==> config.mk <==
export PLATFORM = sky130hd
export DESIGN_NAME = strscan_locate
export DESIGN_NICKNAME = d
export VERILOG_FILES = /design/src/rtl/strscan_pkg.sv /design/src/rtl/strscan_classify.sv /design/src/rtl/strscan_addr.sv /design/src/rtl/strscan_limit.sv /design/src/rtl/strscan_locate.sv
export SDC_FILE = /design/constraint.sdc
export NUM_CORES = 1
export LEC_CHECK = 0
export ABC_CLOCK_PERIOD_IN_PS = 8200
export BUFFER_PORTS_ARGS = -buffer_cell sky130_fd_sc_hd__buf_2
export CAP_MARGIN = 10
export CORE_UTILIZATION = 55
export CTS_BUF_LIST = sky130_fd_sc_hd__clkbuf_4 sky130_fd_sc_hd__clkbuf_8
export CTS_CLUSTER_DIAMETER = 120
export CTS_CLUSTER_SIZE = 25
export DETAILED_ROUTE_END_ITERATION = 6
export PLACE_DENSITY = 0.87
export SKIP_CTS_REPAIR_TIMING = 1
export SLEW_MARGIN = 40
export SYNTH_ARGS = -nofsm -noshare
export SYNTH_HDL_FRONTEND = slang
export SYNTH_HIERARCHICAL = 1
export SYNTH_SLANG_ARGS = --single-unit
==> constraint.sdc <==
create_clock -name clk -period 8.2 [get_ports clk]
set_clock_uncertainty 0.15 [all_clocks]
set_input_delay 0 -clock clk [delete_from_list [all_inputs] [get_ports clk]]
set_output_delay 0 -clock clk [all_outputs]
set_load 0.02 [all_outputs]
==> src/rtl/strscan_pkg.sv <==
package strscan_pkg;

    typedef logic [7:0] char_t;

    typedef enum logic [1:0] {
        ST_IDLE = 2'd0,
        ST_WAIT = 2'd1,
        ST_CMP  = 2'd2
    } scan_state_e;

    localparam char_t NUL_CHAR = 8'h00;

endpackage

==> src/rtl/strscan_classify.sv <==
module strscan_classify
    import strscan_pkg::*;
(
    input  char_t byte_i,
    input  char_t target_i,
    output logic  is_nul_o,
    output logic  is_hit_o
);
    // The zero test takes priority: a zero byte is never reported as a hit.
    always_comb begin
        is_nul_o = (byte_i == NUL_CHAR);
        is_hit_o = !is_nul_o && (byte_i == target_i);
    end
endmodule

==> src/rtl/strscan_addr.sv <==
module strscan_addr #(
    parameter int ADDR_W = 16,
    parameter int IDX_W  = 16
) (
    input  logic [ADDR_W-1:0] base_i,
    input  logic [IDX_W-1:0]  offset_i,
    output logic [ADDR_W-1:0] addr_o
);
    always_comb begin
        addr_o = base_i + ADDR_W'(offset_i);
    end
endmodule

==> src/rtl/strscan_limit.sv <==
module strscan_limit #(
    parameter int IDX_W    = 16,
    parameter int MAX_LEN  = 4096,
    parameter bit LIMIT_EN = 1'b1
) (
    input  logic [IDX_W-1:0] next_off_i,
    output logic             limit_hit_o
);
    generate
        if (LIMIT_EN) begin : g_guard
            localparam logic [IDX_W-1:0] LIMIT_VAL = IDX_W'(MAX_LEN);
            assign limit_hit_o = (next_off_i == LIMIT_VAL);
        end else begin : g_noguard
            assign limit_hit_o = 1'b0 & (|next_off_i);
        end
    endgenerate
endmodule

==> src/rtl/strscan_locate.sv <==
module strscan_locate
    import strscan_pkg::*;
#(
    parameter int ADDR_W   = 16,
    parameter int IDX_W    = 16,
    parameter int MAX_LEN  = 4096,
    parameter bit LIMIT_EN = 1'b1
) (
    input  logic              clk,
    input  logic              rst_n,
    input  logic              start_i,
    input  logic [ADDR_W-1:0] base_i,
    input  logic [7:0]        target_i,
    output logic              done_o,
    output logic [IDX_W-1:0]  index_o,
    output logic              found_o,
    output logic              overrun_o,
    output logic              mem_req_o,
    output logic [ADDR_W-1:0] mem_addr_o,
    input  logic              mem_valid_i,
    input  logic [7:0]        mem_data_i
);

    typedef struct packed {
        scan_state_e       state;
        logic [ADDR_W-1:0] base;
        char_t             target;
        logic [IDX_W-1:0]  offset;
        char_t             data;
        logic              req;
        logic              done;
        logic [IDX_W-1:0]  index;
        logic              found;
        logic              overrun;
    } regs_t;

    regs_t q, d;

    logic             is_nul;
    logic             is_hit;
    logic             limit_hit;
    logic [IDX_W-1:0] next_off;

    assign next_off = q.offset + IDX_W'(1);

    strscan_classify u_classify (
        .byte_i   (q.data),
        .target_i (q.target),
        .is_nul_o (is_nul),
        .is_hit_o (is_hit)
    );

    strscan_addr #(
        .ADDR_W (ADDR_W),
        .IDX_W  (IDX_W)
    ) u_addr (
        .base_i   (q.base),
        .offset_i (q.offset),
        .addr_o   (mem_addr_o)
    );

    strscan_limit #(
        .IDX_W    (IDX_W),
        .MAX_LEN  (MAX_LEN),
        .LIMIT_EN (LIMIT_EN)
    ) u_limit (
        .next_off_i  (next_off),
        .limit_hit_o (limit_hit)
    );

    always_comb begin
        d      = q;
        d.done = 1'b0;
        unique case (q.state)
            ST_IDLE: begin
                if (start_i) begin
                    d.base   = base_i;
                    d.target = target_i;
                    d.offset = '0;
                    d.req    = 1'b1;
                    d.state  = ST_WAIT;
                end
            end
            ST_WAIT: begin
                if (mem_valid_i) begin
                    d.data  = mem_data_i;
                    d.req   = 1'b0;
                    d.state = ST_CMP;
                end
            end
            ST_CMP: begin
                if (is_nul || is_hit) begin
                    d.index   = q.offset;
                    d.found   = is_hit;
                    d.overrun = 1'b0;
                    d.done    = 1'b1;
                    d.state   = ST_IDLE;
                end else if (limit_hit) begin
                    d.index   = next_off;
                    d.found   = 1'b0;
                    d.overrun = 1'b1;
                    d.done    = 1'b1;
                    d.state   = ST_IDLE;
                end else begin
                    d.offset = next_off;
                    d.req    = 1'b1;
                    d.state  = ST_WAIT;
                end
            end
            default: begin
                d.req   = 1'b0;
                d.state = ST_IDLE;
            end
        endcase
    end

    always_ff @(posedge clk or negedge rst_n) begin
        if (!rst_n) begin
            q <= '0;
        end else begin
            q <= d;
        end
    end

    assign done_o    = q.done;
    assign index_o   = q.index;
    assign found_o   = q.found;
    assign overrun_o = q.overrun;
    assign mem_req_o = q.req;

endmodule

==> results.toml <==
[outcome]
status = "finished, final reports clean"

[die]
io_pins = 72
core_um2 = 7810
start_util_pct = 57.7
num_rows = 32
die_y_um = 92.5
fp.dieW_um = 92.5
die_area_um2 = 8560

[sta]
max_freq_ghz = 0.223
maxSlewHeadroom_pct = 46.5
worst_slew_pin_slew_ns = 0.802
grt_setup_unrepaired = "no"
fin_crit_sh_pct = 54.6
fin_tns_setup_ns = 0
setup_ws_ns = 3.72
hold_violations = 0
finalCriticalPeriod_ns = 4.48
setup_viol = 0
slew_violations = 0

[global_routing]
grt_first_pass_wirelength_mm = 19.1
grtUsageTotal_pct = 28.6
grt_pass1_vias = 3976
grt-ovfl-total = 0
grt_max_degree = 71
antenna_found_initial = 0

[place]
dp_slack_ns = 3.86
gp_congestion = 0.932
numPortBuffers = 71
dp_hpwl_mm = 8.20

[critical_path]
path_cells = "nand4_1, nor4_1, xor2_1, nor4b_2, and4_1, or3_1, nand2_1, clkinv_1, o211ai_1, o311ai_0"
worstSetupEndpointType = "flip-flop"
start_kind = "flip-flop"
critPathSlowestCell = "nor4_1"
required_ns = 8.25
path_class = "reg2reg"
cp_slowest_stage_delay_ns = 0.80
arrival_ns = 4.53
crit_fanout = 15

[finish]
final_common_cell = "nand2_1"
final_cell_mix = "nand2_1, buf_2, dfrtp_1"
antennaDiodeCount = 0
drive_gt1_share_pct = 17.8
fin_nets = 655
syn_to_final_growth_pct = 18.4

[detailed_routing]
routed_wl_mm = 12.2
avgRoutedWirePerCell_um = 17.1
wirelength_met1_mm = 4.97
drc = 0
drtPass1Iterations = 6
met3_length_um = 665
viasPerCell = 5.98
wl_met2_mm = 6.30
drt-initial-drc-count = 309
ant_nets = 0
vias = 4241
maxUsedRoutingLayer = "met4"

[yosys]
postSynthAreaPerCell_um2 = 8.55
synthArstFlopShare_pct = 100
ys_warn_count = 6
syn_area_um2 = 4500
seq_area_frac_synth_pct = 38.9
ys_ff_latch = 70
synth_cell_types = 68
synth_nets = 580
ys.flop_type = "dfrtp_1"
synth_edf_count = 0
syn_inst = 527

[pwr]
power.leakage_nw = 2.50
ir_drop_uv = 198
power_mw = 1.76
powerDensity_nw_per_um2 = 330

[min_path]
worstHoldPathType = "in2async"

[clock_network]
cts_made_buffers = 9
cts_root_buffer = "clkbuf_8"
clock_latency_ns = 0.35
htreeDepth = 3
clock_sinks = 70
clockBufferDepth = 2
path_clk_slew_ns = 0.07
cts_tree = "built"

[job]
drv_cap = 0
==> metal layers <==
metal  vias up  GRT usage (%)
met1      2040           36.7
met5         -              0
met2       189           48.9
met4         0           10.9
met3        23           3.86
li1       1989              -
==> final cells by class <==
| type | count | area [um2] |
|---|---|---|
| clock buffer | 12 | 153 |
| timing repair buffer | 109 | 732 |
| fill | 666 | 2470 |
| sequential | 70 | 1750 |
| inverter | 21 | 78.8 |
| tap | 102 | 128 |
| multi-input combinational | 391 | 2420 |
| clock inverter | 4 | 70.1 |
==> synthesized netlist by cell type, types with 4 or more instances <==
| cell type | number | area [um2] |
|---|---|---|
| o21ai_1 | 4 | 20.0 |
| inv_1 | 19 | 71.3 |
| nand2b_1 | 5 | 31.3 |
| nor2b_1 | 4 | 25.0 |
| or3_1 | 5 | 31.3 |
| clkbuf_1 | 16 | 60.1 |
| nor2_1 | 21 | 78.8 |
| nor4_1 | 10 | 62.6 |
| nand2_1 | 121 | 454 |
| a21o_1 | 4 | 30.0 |
| dfrtp_1 | 70 | 1750 |
| ha_1 | 16 | 200 |
| o21ai_0 | 23 | 115 |
| a221oi_1 | 4 | 35.0 |
| buf_4 | 18 | 135 |
| and3_1 | 7 | 43.8 |
| nand4_1 | 10 | 62.6 |
| nor3_1 | 14 | 70.1 |
| a21oi_1 | 21 | 105 |
| xor2_1 | 14 | 123 |
| buf_2 | 6 | 30.0 |
| o211ai_1 | 4 | 30.0 |
| nand3_1 | 15 | 75.1 |
| xnor2_1 | 21 | 184 |
| a31oi_1 | 7 | 43.8 |
==> metrics by stage <==
stage	utilization, %	cell area [um2]	hold slack [ns]	instances
global route	68.3	5330	0.215	709
detailed placement	61.0	4760	0.00314	658
finish	68.3	5330	0.145	709
floorplan	-	4500	-0.446	527
CTS	63.8	4980	-0.372	674
global placement	60.9	4750	0.0387	658
==> report_power, final <==
part           leakage [nW]  switching, mW  internal [mW]
sequential            0.895          0.129          0.465
clock                 0.117          0.128          0.185
combinational          1.49          0.528          0.327
total                  2.50          0.785          0.977
==> critical path: cells and delay by family, from the launching register on <==
family                 cells  cell delay (ns)
AND/OR/NAND/NOR            6             2.63
flip-flops                 1             0.53
buffers and inverters      1             0.41
AO/OA/AOI/OAI              2             0.36
XOR/XNOR                   1             0.23
==> cells by family after synthesis <==
group | after synthesis | share of synthesized area (%)
AO/OA/AOI/OAI | 102 | 16.2
XOR/XNOR | 35 | 6.81
adder cells (fa/ha/maj) | 17 | 4.89
buffers and inverters | 66 | 7.53
flip-flops | 70 | 38.9
multiplexers | 1 | 0.222
AND/OR/NAND/NOR | 236 | 25.5
==> path summary, 6_finish.rpt <==
kind / slack [ns] / from / cells past startpoint / endpoint
worst max-delay path: 3.72 / q[30]$_DFFE_PN0P_ / 10 / index_o[9]$_DFFE_PN0P_
worst min-delay path: 0.15 / rst_n / 3 / done_o$_DFF_PN0_
worst max register to register: 3.72 / q[30]$_DFFE_PN0P_ / 10 / index_o[9]$_DFFE_PN0P_
worst min register to register: 0.32 / found_o$_DFFE_PN0P_ / 2 / found_o$_DFFE_PN0P_
max in group asynchronous: 7.30 / rst_n / 3 / q[29]$_DFFE_PN0P_
min in group clk: 0.23 / mem_data_i[2] / 4 / q[22]$_DFFE_PN0P_
==> registers in the layout (all words and copies together) (netlist names) <==
name and flops:
overrun_o 1, q 50, found_o 1, mem_req_o 1, done_o 1, index_o 16
(Power assumes the default switching activity.)
